$ cat src/rtl/fpm_dram_ctrl.sv
module fpm_dram_ctrl #(
  parameter int ROW_W     = 9,
  parameter int COL_W     = 8,
  parameter int DATA_W    = 8,
  parameter int T_RP      = 3,
  parameter int T_RAS     = 4,
  parameter int T_RCD     = 2,
  parameter int T_CAS     = 2,
  parameter int T_CAC     = 2,
  parameter int T_CAA     = 2,
  parameter int T_PC      = 3,
  parameter int T_RAS_MAX = 7500
) (
  input  logic                    clk,
  input  logic                    rst_n,
  input  logic                    req_valid,
  output logic                    req_ready,
  input  logic [ROW_W+COL_W-1:0]  req_addr,
  input  logic                    req_we,
  input  logic [DATA_W-1:0]       req_wdata,
  output logic                    rsp_valid,
  output logic [DATA_W-1:0]       rsp_rdata,
  input  logic                    ref_req,
  output logic                    ref_gnt,
  output logic                    dram_ras_n,
  output logic                    dram_cas_n,
  output logic                    dram_we_n,
  output logic                    dram_oe_n,
  output logic [ROW_W-1:0]        dram_addr,
  output logic [DATA_W-1:0]       dram_dq_out,
  output logic                    dram_dq_oe,
  input  logic [DATA_W-1:0]       dram_dq_in
);

  localparam int AW    = ROW_W + COL_W;
  localparam int T_RD0 = (T_CAC > T_CAA) ? T_CAC : T_CAA;
  localparam int T_RD  = (T_CAS > T_RD0) ? T_CAS : T_RD0;
  localparam int T_CP  = (T_PC - T_CAS > 1) ? T_PC - T_CAS : 1;
  localparam int LIMIT = T_RAS_MAX - T_RD - T_CP - 3;
  localparam int CW    = $clog2(T_RAS_MAX + 2);

  typedef enum logic [2:0] {S_IDLE, S_RCD, S_CAS, S_CLOSE, S_ACT, S_REF} state_t;

  state_t            state;
  logic [CW-1:0]     tcnt, ras_lo, ras_hi, cas_hi;
  logic              row_open, pend;
  logic [ROW_W-1:0]  open_row;
  logic [AW-1:0]     p_addr;
  logic              p_we;
  logic [DATA_W-1:0] p_wdata;

  logic hit, expire, pre_ok, cp_ok, fire, c_we;
  logic [COL_W-1:0]  c_col;
  logic [DATA_W-1:0] c_wdata;
  logic [CW-1:0]     cas_len;

  assign hit     = row_open && (req_addr[AW-1:COL_W] == open_row);
  assign expire  = row_open && (ras_lo >= CW'(LIMIT));
  assign pre_ok  = ras_hi >= CW'(T_RP);
  assign cp_ok   = cas_hi >= CW'(T_CP);
  assign req_ready = (state == S_IDLE) && !ref_req && !expire && (row_open ? cp_ok : pre_ok);
  assign fire    = req_valid && req_ready;
  assign c_we    = (state == S_IDLE) ? req_we : p_we;
  assign c_col   = (state == S_IDLE) ? req_addr[COL_W-1:0] : p_addr[COL_W-1:0];
  assign c_wdata = (state == S_IDLE) ? req_wdata : p_wdata;
  assign cas_len = p_we ? CW'(T_CAS) : CW'(T_RD);

  always_ff @(posedge clk) begin
    if (!rst_n) begin
      ras_lo <= '0;
      ras_hi <= CW'(T_RP);
      cas_hi <= CW'(T_CP);
    end else begin
      ras_lo <= dram_ras_n ? CW'(1) : ((ras_lo == CW'(T_RAS_MAX + 1)) ? ras_lo : ras_lo + 1'b1);
      ras_hi <= (!dram_ras_n || ref_gnt) ? CW'(1) : (pre_ok ? ras_hi : ras_hi + 1'b1);
      cas_hi <= !dram_cas_n ? CW'(1) : (cp_ok ? cas_hi : cas_hi + 1'b1);
    end
  end

  always_ff @(posedge clk) begin
    if (!rst_n) begin
      state       <= S_IDLE;
      tcnt        <= CW'(1);
      row_open    <= 1'b0;
      pend        <= 1'b0;
      open_row    <= '0;
      p_addr      <= '0;
      p_we        <= 1'b0;
      p_wdata     <= '0;
      rsp_valid   <= 1'b0;
      rsp_rdata   <= '0;
      ref_gnt     <= 1'b0;
      dram_ras_n  <= 1'b1;
      dram_cas_n  <= 1'b1;
      dram_we_n   <= 1'b1;
      dram_oe_n   <= 1'b1;
      dram_addr   <= '0;
      dram_dq_out <= '0;
      dram_dq_oe  <= 1'b0;
    end else begin
      rsp_valid <= 1'b0;
      case (state)
        S_IDLE: begin
          if (fire) begin
            p_addr  <= req_addr;
            p_we    <= req_we;
            p_wdata <= req_wdata;
            if (hit) begin
              dram_cas_n  <= 1'b0;
              dram_addr   <= {{(ROW_W-COL_W){1'b0}}, c_col};
              dram_we_n   <= !c_we;
              dram_oe_n   <= c_we;
              dram_dq_oe  <= c_we;
              dram_dq_out <= c_wdata;
              tcnt        <= CW'(1);
              state       <= S_CAS;
            end else if (row_open) begin
              pend  <= 1'b1;
              state <= S_CLOSE;
            end else begin
              dram_ras_n <= 1'b0;
              dram_addr  <= req_addr[AW-1:COL_W];
              row_open   <= 1'b1;
              open_row   <= req_addr[AW-1:COL_W];
              tcnt       <= CW'(1);
              state      <= S_RCD;
            end
          end else if (row_open && (ref_req || expire) && cp_ok) begin
            pend  <= 1'b0;
            state <= S_CLOSE;
          end else if (!row_open && ref_req && pre_ok) begin
            ref_gnt <= 1'b1;
            state   <= S_REF;
          end
        end
        S_RCD: begin
          if (tcnt >= CW'(T_RCD)) begin
            dram_cas_n  <= 1'b0;
            dram_addr   <= {{(ROW_W-COL_W){1'b0}}, c_col};
            dram_we_n   <= !c_we;
            dram_oe_n   <= c_we;
            dram_dq_oe  <= c_we;
            dram_dq_out <= c_wdata;
            tcnt        <= CW'(1);
            state       <= S_CAS;
          end else begin
            tcnt <= tcnt + 1'b1;
          end
        end
        S_CAS: begin
          if (tcnt >= cas_len) begin
            dram_cas_n <= 1'b1;
            dram_we_n  <= 1'b1;
            dram_oe_n  <= 1'b1;
            dram_dq_oe <= 1'b0;
            if (!p_we) begin
              rsp_valid <= 1'b1;
              rsp_rdata <= dram_dq_in;
            end
            state <= S_IDLE;
          end else begin
            tcnt <= tcnt + 1'b1;
          end
        end
        S_CLOSE: begin
          if (ras_lo >= CW'(T_RAS)) begin
            dram_ras_n <= 1'b1;
            row_open   <= 1'b0;
            state      <= pend ? S_ACT : S_IDLE;
          end
        end
        S_ACT: begin
          if (pre_ok) begin
            dram_ras_n <= 1'b0;
            dram_addr  <= p_addr[AW-1:COL_W];
            row_open   <= 1'b1;
            open_row   <= p_addr[AW-1:COL_W];
            pend       <= 1'b0;
            tcnt       <= CW'(1);
            state      <= S_RCD;
          end
        end
        S_REF: begin
          if (!ref_req) begin
            ref_gnt <= 1'b0;
            state   <= S_IDLE;
          end
        end
        default: state <= S_IDLE;
      endcase
    end
  end

endmodule

$ cat config.mk
export PLATFORM = sky130hd
export DESIGN_NAME = fpm_dram_ctrl
export DESIGN_NICKNAME = d
export VERILOG_FILES = /design/src/rtl/fpm_dram_ctrl.sv
export SDC_FILE = /design/constraint.sdc
export NUM_CORES = 1
export LEC_CHECK = 0
export BUFFER_PORTS_ARGS = -buffer_cell sky130_fd_sc_hd__buf_4
export CAP_MARGIN = 10
export CORE_ASPECT_RATIO = 1.25
export CORE_MARGIN = 2
export CORE_UTILIZATION = 24
export CTS_CLUSTER_DIAMETER = 80
export DETAILED_ROUTE_END_ITERATION = 12
export SETUP_SLACK_MARGIN = 0.4
export SLEW_MARGIN = 5
export SYNTH_ARGS = -nofsm -noshare
export SYNTH_HDL_FRONTEND = slang
export SYNTH_SLANG_ARGS = --single-unit
$ cat constraint.sdc
create_clock -name clk -period 7.2 [get_ports clk]
set_input_delay 0.72 -clock clk [delete_from_list [all_inputs] [get_ports clk]]
set_output_delay 0.72 -clock clk [all_outputs]
set_load 0.02 [all_outputs]
==> results of run 1 <==
-- synth_stat cells (2+ instances only) --
| master | n | area, um2 |
|---|---|---|
| or3_1 | 2 | 12.5 |
| buf_1 | 6 | 22.5 |
| nand3_1 | 18 | 90.1 |
| a21oi_1 | 41 | 205 |
| nand4_1 | 12 | 75.1 |
| o21ai_0 | 7 | 35.0 |
| nand2_1 | 71 | 267 |
| nor2b_1 | 3 | 18.8 |
| mux2i_1 | 43 | 430 |
| ha_1 | 8 | 100 |
| clkbuf_1 | 18 | 67.6 |
| nor3b_1 | 4 | 30.0 |
| a211oi_1 | 12 | 90.1 |
| a31oi_1 | 2 | 12.5 |
| nor4_1 | 10 | 62.6 |
| xnor2_1 | 14 | 123 |
| and2_1 | 15 | 93.8 |
| o31ai_1 | 11 | 82.6 |
| a41oi_1 | 4 | 35.0 |
| nand2b_1 | 6 | 37.5 |
| nor2_1 | 61 | 229 |
| xor2_1 | 10 | 87.6 |
| a22o_1 | 9 | 78.8 |
| buf_2 | 8 | 40.0 |
| nor3_1 | 9 | 45.0 |
| inv_1 | 14 | 52.6 |
| and3_1 | 19 | 119 |
| o21ai_1 | 6 | 30.0 |
| dfxtp_1 | 124 | 2480 |
-- power groups by stage --
stage	Sequential, W	Clock [W]	Combinational, W
2_1_floorplan	0.000907	0	0.000556
3_3_place_gp	0.000915	0	0.000778
3_5_place_dp	0.000916	0	0.000785
4_1_cts	0.000903	0.000849	0.000789
5_1_grt	0.000918	0.000884	0.000871
6_report	0.000903	0.000831	0.000782
-- worst paths after layout --
check	from	end	slack, ps
max	state[0]$_SDFFE_PN0P_	req_ready	3750
max reg2reg	state[0]$_SDFFE_PN0P_	state[2]$_SDFFE_PN0P_	3880
min reg2reg	p_addr[15]$_SDFFE_PN0P_	p_addr[15]$_SDFFE_PN0P_	450
min	p_addr[15]$_SDFFE_PN0P_	p_addr[15]$_SDFFE_PN0P_	450
-- worst max-delay path, cell delays in order (launching register included) --
cell     delay, ps
dfxtp_1        940
nor3_2         150
and2_1         250
a22oi_1        570
nor4_1         200
buf_4          210
-- metal layers --
metal | GRT usage [%] | vias to the layer above | share of wire, %
met2 | 19.5 | 79 | 50
li1 | - | 2235 | -
met5 | 0 | - | 0
met4 | 3.59 | 0 | 0.32
met1 | 14.7 | 2058 | 47
met3 | 2.49 | 2 | 3.0
-- registers in the layout (all words and copies together) (netlist names), 3 cells and up --
| name | cells |
|---|---|
| tcnt | 13 |
| ras_lo | 13 |
| dram_addr | 9 |
| ras_hi | 13 |
| open_row | 9 |
| state | 3 |
| dram_dq_out | 8 |
| cas_hi | 13 |
| p_addr | 17 |
| rsp_rdata | 8 |
| p_wdata | 8 |
-- layout make-up --
cell class | instances | area (um2) | share of cell area [%]
clock buffers | 24 | 492 | 7.33
clock inverters | 7 | 87.6 | 1.31
inverters | 16 | 61.3 | 0.914
multi-input cells | 425 | 2680 | 39.9
flip-flops and latches | 124 | 2480 | 37.0
well taps | 283 | 354 | 5.28
repair buffers | 74 | 556 | 8.28
-- cell families after synthesis --
family / Yosys count / synth area share [%]
buf+inv: 48 / 3.58
simple gates: 239 / 22.0
mux: 44 / 8.27
fa+ha+maj: 8 / 1.87
compound gates: 110 / 13.8
xor+xnor: 24 / 3.93
flops: 124 / 46.5
-- cells in the final DEF, fill, tap and decap left out, types with 10 or more instances in the layout --
cell type,instances
and3_1,19
dfxtp_1,124
nor2_1,60
nor4_1,10
a211oi_1,12
inv_1,14
nand4_1,12
clkbuf_16,17
mux2i_1,43
a21oi_1,41
buf_4,74
xnor2_1,14
o31ai_1,11
nand2_1,71
nand3_1,18
xor2_1,10
and2_1,15
-- stage by stage --
step | std cells | instance area (um2) | util [%] | hold WS (ps) | total power, W
2_1_floorplan | 597 | 5340 | - | 430 | 0.00146
3_3_place_gp | 921 | 6120 | 27.8 | 441 | 0.00169
3_5_place_dp | 921 | 6120 | 27.8 | 447 | 0.00170
4_1_cts | 952 | 6700 | 30.4 | 454 | 0.00254
5_1_grt | 953 | 6710 | 30.4 | 474 | 0.00267
6_report | 953 | 6710 | 30.4 | 453 | 0.00252
==> key figures, run 1 <==
Run status
  • Status: complete, no violations

Timing
  • Final period util: 47.9%
  • Max Transition Viols Final: 0
  • Final number of setup-violating endpoints: 0
  • Slew of the pin with the lowest slew margin: 1070 ps
  • RSZ-0062 raised after global routing: false
  • Worst Slack Setup Final: 3750 ps
  • TNS Setup: 0 ps
  • F_max: 290 MHz
  • Final count of hold timing violations: 0
  • Relative slew margins: 28.8%
  • Setup Skew: 13.6 ps
  • Period minus WS final: 3450 ps

Pwr
  • Seq pwr share: 35.9%
  • Leak pwr: 2.69 nW
  • P_int: 0.00165 W
  • VDD IR-drop max: 0.000171 V
  • P per Cell Area: 375 mW/mm2
  • Sw Share: 34.3%
  • Comb power frac: 31.1%
  • Clk pwr share: 33.0%
  • P_sw: 0.000864 W

Clocking
  • CTS H-tree depth: 4
  • Resize count post-CTS: 0
  • Hold buffers post-CTS: 0
  • CTS tree: built
  • # Post-CTS Setup Buffers: 0
  • Clock-pin slew on the worst setup and hold paths: 50 ps
  • Root buffer cell: clkbuf_16
  • Clk buf depth: 2
  • Clk sinks: 124
  • TritonCTS Buffers: 17
  • Clock Latency Late Sink: 410 ps

Critical path
  • Worst EP required: 6480 ps
  • CP Launch Type: flop
  • R2R depth: 6
  • CP Max Fanout: 23
  • Kind of critical path: reg -> out
  • Worst Path Arrival: 2730 ps
  • CP Capture Type: output pin

Finish
  • Nets: 704
  • Share of cells above drive strength 1: 17.3%
  • Antenna diode count: 0
  • Number of fill cells: 2280
  • Layout area overhead: 25.6%

Die
  • Die H: 171 um
  • Core area: 0.0221 mm2
  • Die footprint: 0.0235 mm2
  • # IOs: 71
  • Starting density of the core: 24.2%
  • Rows: 61
  • Die W: 137 um

GRT
  • Congestion Overflow GR: 0
  • Global Route Usage Sum: 11.6%
  • Largest net degree at the start of global routing: 48
  • First-pass GRT wire length: 21500 um
  • Antenna violations before repair: 0
  • Vias in the first global route: 4229

Hold path
  • Type of the worst min-delay path: reg -> reg
  • Hold path depth: 2

Synthesis
  • Post-synth EDFFs: 0
  • Mapped cell area: 0.00534 mm2
  • #FFs+latches synth: 124
  • Mean post-synth cell area: 8.95 um2
  • Sequential cell area fraction in the yosys report: 46.5%
  • Asr flop ratio synth: 0%
  • Yosys cell types: 59
  • Post-synth net total: 643
  • Synth Warn #: 0
  • Cells after Synth: 597
  • Post-synth top flop: dfxtp_1

Routing
  • DRC: 0
  • Wire length per cell: 13.7 um
  • DR pass1 iterations: 4
  • ANT nets after route: 0
  • DR vias/cell: 4.59
  • DR iter-0 viols: 155
  • Final WL: 13000 um
  • Vias post-DR: 4374

Placement
  • Setup WS pre-CTS: 3710 ps
  • Final GP Congestion: 0.846
  • HPWL Detailed: 9050 um
  • I/O Buffers: 70

Flow run
  • Max cap viols: 0
No activity file was read; power rests on OpenSTA's default activity.
==> run 2: changes to the inputs <==
==> constraint.sdc (replaced) <==
create_clock -name clk -period 3.4 [get_ports clk]
set_input_delay 0.34 -clock clk [delete_from_list [all_inputs] [get_ports clk]]
set_output_delay 0.34 -clock clk [all_outputs]
set_load 0.02 [all_outputs]
==> key figures, run 2 (synthesized netlist as in run 1, its figures left out) <==
Run status
  • Status: complete, no violations

Timing
  • Period minus WS final: 2940 ps
  • Relative slew margins: 33.6% (+4.8 points)
  • WHS: 156 ps (-296 ps)
  • Final count of hold timing violations: 0 (unchanged)
  • Final period util: 86.5%
  • Worst Slack Setup Final: 459 ps (-3290 ps)
  • Slew of the pin with the lowest slew margin: 992 ps (-75.2 ps)
  • Setup Skew: 4.65 ps (-8.98 ps)
  • Final number of setup-violating endpoints: 0 (unchanged)
  • RSZ-0062 raised after global routing: false
  • TNS Setup: 0 ps (unchanged)
  • F_max: 340 MHz
  • Max Transition Viols Final: 0 (unchanged)

Clocking
  • Hold buffers post-CTS: 0 (unchanged)
  • Clock Latency Late Sink: 420 ps (about the same)
  • Clk sinks: 124 (unchanged)
  • Clock-pin slew on the worst setup and hold paths: 50 ps (about the same)
  • Root buffer cell: clkbuf_16
  • Resize count post-CTS: 0 (unchanged)
  • CTS H-tree depth: 4 (unchanged)
  • CTS tree: built
  • # Post-CTS Setup Buffers: 0 (unchanged)
  • TritonCTS Buffers: 17 (unchanged)
  • Clk buf depth: 2 (unchanged)

Pwr
  • VDD IR-drop max: 0.000365 V (+110%)
  • Leak pwr: 2.73 nW (+1.3%)
  • P_int: 0.00345 W (+110%)
  • Clk pwr share: 31.6% (-1.4 points)
  • P per Cell Area: 786 mW/mm2 (+110%)
  • Pwr Total: 0.00530 W (+110%)
  • P_sw: 0.00185 W (+110%)
  • Comb power frac: 33.0% (+1.9 points)
  • Seq pwr share: 35.5% (-0.4 points)
  • Sw Share: 34.9% (+0.58 points)

Routing
  • DR iter-0 viols: 175 (+13%)
  • DRC: 0 (unchanged)
  • DR vias/cell: 4.56 (-0.63%)
  • Final WL: 13200 um (+1.6%)
  • Wire length per cell: 13.7 um (+0.58%)
  • Vias post-DR: 4392 (+0.41%)
  • DR pass1 iterations: 4 (unchanged)
  • ANT nets after route: 0 (unchanged)

GRT
  • First-pass GRT wire length: 21800 um (+1.4%)
  • Congestion Overflow GR: 0 (unchanged)
  • Antenna violations before repair: 0 (unchanged)
  • Global Route Usage Sum: 11.9% (+0.37 points)
  • Largest net degree at the start of global routing: 37 (-23%)
  • Vias in the first global route: 4276 (+1.1%)

Placement
  • I/O Buffers: 70 (unchanged)
  • HPWL Detailed: 9340 um (+3.3%)
  • Final GP Congestion: 0.855 (+1.1%)
  • Setup WS pre-CTS: 717 ps (-3000 ps)

Critical path
  • CP Launch Type: flop
  • CP Capture Type: output pin
  • Kind of critical path: reg -> out
  • Worst Path Arrival: 2600 ps (-130 ps)
  • CP Max Fanout: 14 (-39%)
  • Worst EP required: 3060 ps (-3420 ps)

Hold path
  • Type of the worst min-delay path: in -> reg

Finish
  • Reg with most FFs: p_addr
  • Antenna diode count: 0 (unchanged)
  • Most frequent cells in the layout: 124 x dfxtp_1, 84 x buf_4, 71 x nand2_1, 60 x nor2_1, 43 x mux2i_1
  • Largest register FFs: 17 (unchanged)
  • Leading cell type in the layout, fill and taps excluded: dfxtp_1
  • Nets: 714 (+1.4%)
  • Layout area overhead: 26.3%
  • Share of cells above drive strength 1: 18.5% (+1.2 points)

Die
  • # IOs: 71 (unchanged)
  • Die H: 171 um (unchanged)
  • Die footprint: 0.0235 mm2 (unchanged)
  • Core area: 0.0221 mm2 (unchanged)
  • Die W: 137 um (unchanged)
  • Rows: 61 (unchanged)
  • Starting density of the core: 24.2% (unchanged)

Flow run
  • Max cap viols: 0 (unchanged)
run 2: changes by cell type in the layout (fill, tap and decap cells not counted):
cell and delta:
clkbuf_8 -1, bufinv_16 -1, clkinv_2 +2, buf_4 +10
run 2: metrics by stage:
step	area [um2]	cells	util, %
after floorplan	5340	597	-
after global placement	6200	932	28.1
after global routing	6750	963	30.6
after detailed placement	6200	932	28.1
final	6750	963	30.6
after CTS	6750	963	30.6
run 2: final cells by class:
class / instances / area [um2]
Fill cell: 2254 / 15300
Multi-Input combinational cell: 425 / 2680
Sequential cell: 124 / 2480
Tap cell: 283 / 354
Inverter: 16 / 61.3
Clock buffer: 23 / 478
Timing Repair Buffer: 84 / 631
Clock inverter: 8 / 67.6
run 2: routing by layer:
metal | GRT usage [%] | vias up | wire length (um)
li1 | - | 2249 | -
met1 | 14.5 | 2039 | 5960
met2 | 19.9 | 81 | 6500
met3 | 3.35 | 23 | 477
met4 | 4.62 | 0 | 296
met5 | 0 | - | 0
run 2: path summary, 6_finish.rpt:
check                          from                   endpoint  cells after the start  slack, ps
max           state[1]$_SDFFE_PN0P_                  req_ready                      5        460
min                   dram_dq_in[0]  rsp_rdata[0]$_SDFFE_PN0P_                      3        160
max reg2reg  cas_hi[1]$_SDFFE_PN0P_  dram_addr[5]$_SDFFE_PN0P_                      9        690
min reg2reg  p_addr[0]$_SDFFE_PN0P_     p_addr[0]$_SDFFE_PN0P_                      2        450
run 2: power groups by stage:
stage | Combinational (W) | Clock [W] | Sequential [W]
2_1_floorplan | 0.00118 | 0 | 0.00192
3_3_place_gp | 0.00175 | 0 | 0.00191
3_5_place_dp | 0.00176 | 0 | 0.00191
4_1_cts | 0.00176 | 0.00172 | 0.00189
5_1_grt | 0.00193 | 0.00179 | 0.00192
6_report | 0.00175 | 0.00167 | 0.00188
run 2: worst max-delay path, stage by stage, from the launching register on:
cell	delay, ps
dfxtp_1	450
nor3_2	230
buf_4	280
a22oi_1	260
nor4_1	700
buf_4	260
==> run 3: changes to the inputs <==
==> constraint.sdc (replaced) <==
create_clock -name clk -period 3.4 [get_ports clk]
set_input_delay 0.68 -clock clk [delete_from_list [all_inputs] [get_ports clk]]
set_output_delay 0.68 -clock clk [all_outputs]
set_load 0.02 [all_outputs]
==> key figures, run 3 (synthesized netlist as in run 1, its figures left out) <==
Run status
  • Status: complete, no violations

Timing
  • Final period util: 82.0% (-4.5 points)
  • WHS: 452 ps (+296 ps)
  • TNS Setup: 0 ps (unchanged)
  • Max Transition Viols Final: 0 (unchanged)
  • Final number of setup-violating endpoints: 0 (unchanged)
  • Relative slew margins: 31.6% (-2.1 points)
  • Final count of hold timing violations: 0 (unchanged)
  • Slew of the pin with the lowest slew margin: 1020 ps (+30.8 ps)
  • F_max: 359 MHz (+5.4%)
  • RSZ-0062 raised after global routing: false
  • Period minus WS final: 2790 ps (-151 ps)
  • Setup Skew: 9.30 ps (+4.65 ps)

Die
  • Starting density of the core: 24.2% (unchanged)
  • Core area: 0.0221 mm2 (unchanged)
  • # IOs: 71 (unchanged)
  • Die footprint: 0.0235 mm2 (unchanged)
  • Die H: 171 um (unchanged)
  • Rows: 61 (unchanged)
  • Die W: 137 um (unchanged)

Routing
  • DR iter-0 viols: 249 (+42%)
  • DRC: 0 (unchanged)
  • Final WL: 13400 um (+1.5%)
  • ANT nets after route: 0 (unchanged)
  • DR pass1 iterations: 4 (unchanged)
  • DR vias/cell: 4.58 (+0.32%)
  • Wire length per cell: 13.9 um (+1.2%)
  • Vias post-DR: 4420 (+0.64%)

Pwr
  • Seq pwr share: 33.8% (-1.7 points)
  • VDD IR-drop max: 0.000416 V (+14%)
  • P_sw: 0.00193 W (+4.0%)
  • Clk pwr share: 33.3% (+1.7 points)
  • P_int: 0.00369 W (+7.0%)
  • Leak pwr: 2.78 nW (+2.0%)
  • Comb power frac: 32.9% (about the same)
  • P per Cell Area: 816 mW/mm2 (+3.9%)
  • Sw Share: 34.3% (-0.63 points)

GRT
  • Global Route Usage Sum: 11.9% (about the same)
  • Antenna violations before repair: 0 (unchanged)
  • Vias in the first global route: 4351 (+1.8%)
  • First-pass GRT wire length: 22200 um (+1.8%)
  • Largest net degree at the start of global routing: 37 (unchanged)
  • Congestion Overflow GR: 0 (unchanged)

Clocking
  • Hold buffers post-CTS: 0 (unchanged)
  • Clk sinks: 124 (unchanged)
  • Clock-pin slew on the worst setup and hold paths: 60 ps (about the same)
  • Clk buf depth: 2 (unchanged)
  • Root buffer cell: clkbuf_16
  • Clock Latency Late Sink: 410 ps (about the same)
  • CTS tree: built
  • TritonCTS Buffers: 17 (unchanged)
  • CTS H-tree depth: 4 (unchanged)

Finish
  • Storage cell area: 0.00248 mm2 (unchanged)
  • Footprint of the multi-input gates: 0.00270 mm2 (+0.89%)
  • Number of fill cells: 2269 (+0.67%)
  • Most frequent cells in the layout: 124 x dfxtp_1, 86 x buf_4, 71 x nand2_1, 60 x nor2_1, 43 x mux2i_1
  • Design area: 0.00688 mm2 (+1.9%)
  • Share of cells above drive strength 1: 19.6% (+1.1 points)
  • Largest register FFs: 17 (unchanged)
  • Nets: 717 (+0.42%)
  • Reg with most FFs: p_addr
  • Antenna diode count: 0 (unchanged)
  • Leading cell type in the layout, fill and taps excluded: dfxtp_1
  • Layout area overhead: 28.8%

Critical path
  • Worst Path Arrival: 2110 ps (-490 ps)
  • CP max stage cell: dfxtp_1
  • Worst reg2reg startpoint: state[1]$_SDFFE_PN0P_
  • Worst EP required: 2720 ps (-340 ps)
  • Worst Setup SP: state[1]$_SDFFE_PN0P_
  • CP Max Fanout: 14 (unchanged)
  • Kind of critical path: reg -> out
  • CP Capture Type: output pin
  • CP Launch Type: flop
  • Reg2reg setup slack: 750 ps (+60 ps)
  • Slowest stage delay, CP: 480 ps (-220 ps)
  • Top delay family on crit path: simple AND/OR/NAND/NOR gates
  • Cells along the critical path: nor3_4 -> and2_1 -> a22oi_2 -> nor4_2 -> buf_4
  • Worst Path Buf+Inv: 1 (-1)

Placement
  • HPWL Detailed: 9420 um (+0.79%)
  • Final GP Congestion: 0.807 (-5.6%)
  • Area after DPL: 0.00621 mm2 (about the same)
  • I/O Buffers: 70 (unchanged)

Flow run
  • Max cap viols: 0 (unchanged)

Hold path
  • Type of the worst min-delay path: reg -> reg
  • HP Start: p_addr[1]$_SDFFE_PN0P_
## run 3: per-layer routing
layer  track usage (%)  up-vias  part of all wire [%]
met2              20.9       85                    51
met3              2.46       16                   3.9
met5                 0        -                     0
met4              4.71        0                   1.9
met1              14.2     2059                    43
li1                  -     2260                     -
## run 3: path summary, 6_finish.rpt
check	end	depth (start not counted)
worst max register to register	dram_addr[0]$_SDFFE_PN0P_	7
worst min-delay path	p_addr[1]$_SDFFE_PN0P_	2
worst min register to register	p_addr[1]$_SDFFE_PN0P_	2
worst max-delay path	req_ready	5
## run 3: worst register-to-register path, cell delays in order (launching register included)
cell     delay (ps)
dfxtp_1         480
nor2_1          430
nand2_1         370
o221a_2         230
o21ai_1         170
nand2_1         250
o21a_1          340
a22o_1          260
## run 3: per-stage QoR
stage / util (%) / instances / total power, W / setup slack (ps)
2_1_floorplan: - / 597 / 0.00310 / 931
3_3_place_gp: 28.2 / 931 / 0.00370 / 620
3_5_place_dp: 28.2 / 931 / 0.00371 / 621
4_1_cts: 31.0 / 962 / 0.00562 / 458
5_1_grt: 31.2 / 966 / 0.00594 / 451
6_report: 31.2 / 966 / 0.00562 / 611
## run 3: power by group through the flow
stage                     Combinational (W)  Clock [W]  Sequential [W]
after floorplan                     0.00118          0         0.00192
after detailed placement            0.00179          0         0.00192
after CTS                           0.00181    0.00191         0.00189
after global routing                0.00204    0.00198         0.00193
after global placement              0.00178          0         0.00192
final                               0.00185    0.00187         0.00190
## run 3: timing repair
action / in CTS / in global routing
pin swaps: 0 / 2
resized for setup: 2 / 2
setup endpoints to repair: 1 / 9
setup buffers: 0 / 4
hold endpoints to repair: 0 / 0
## run 3: final cells by class
class | count | share of cell area (%)
clock inverter | 10 | 2.00
multi-input combinational | 425 | 39.2
sequential | 124 | 36.1
clock buffer | 21 | 6.98
timing repair buffer | 87 | 9.67
tap | 283 | 5.15
inverter | 16 | 0.891
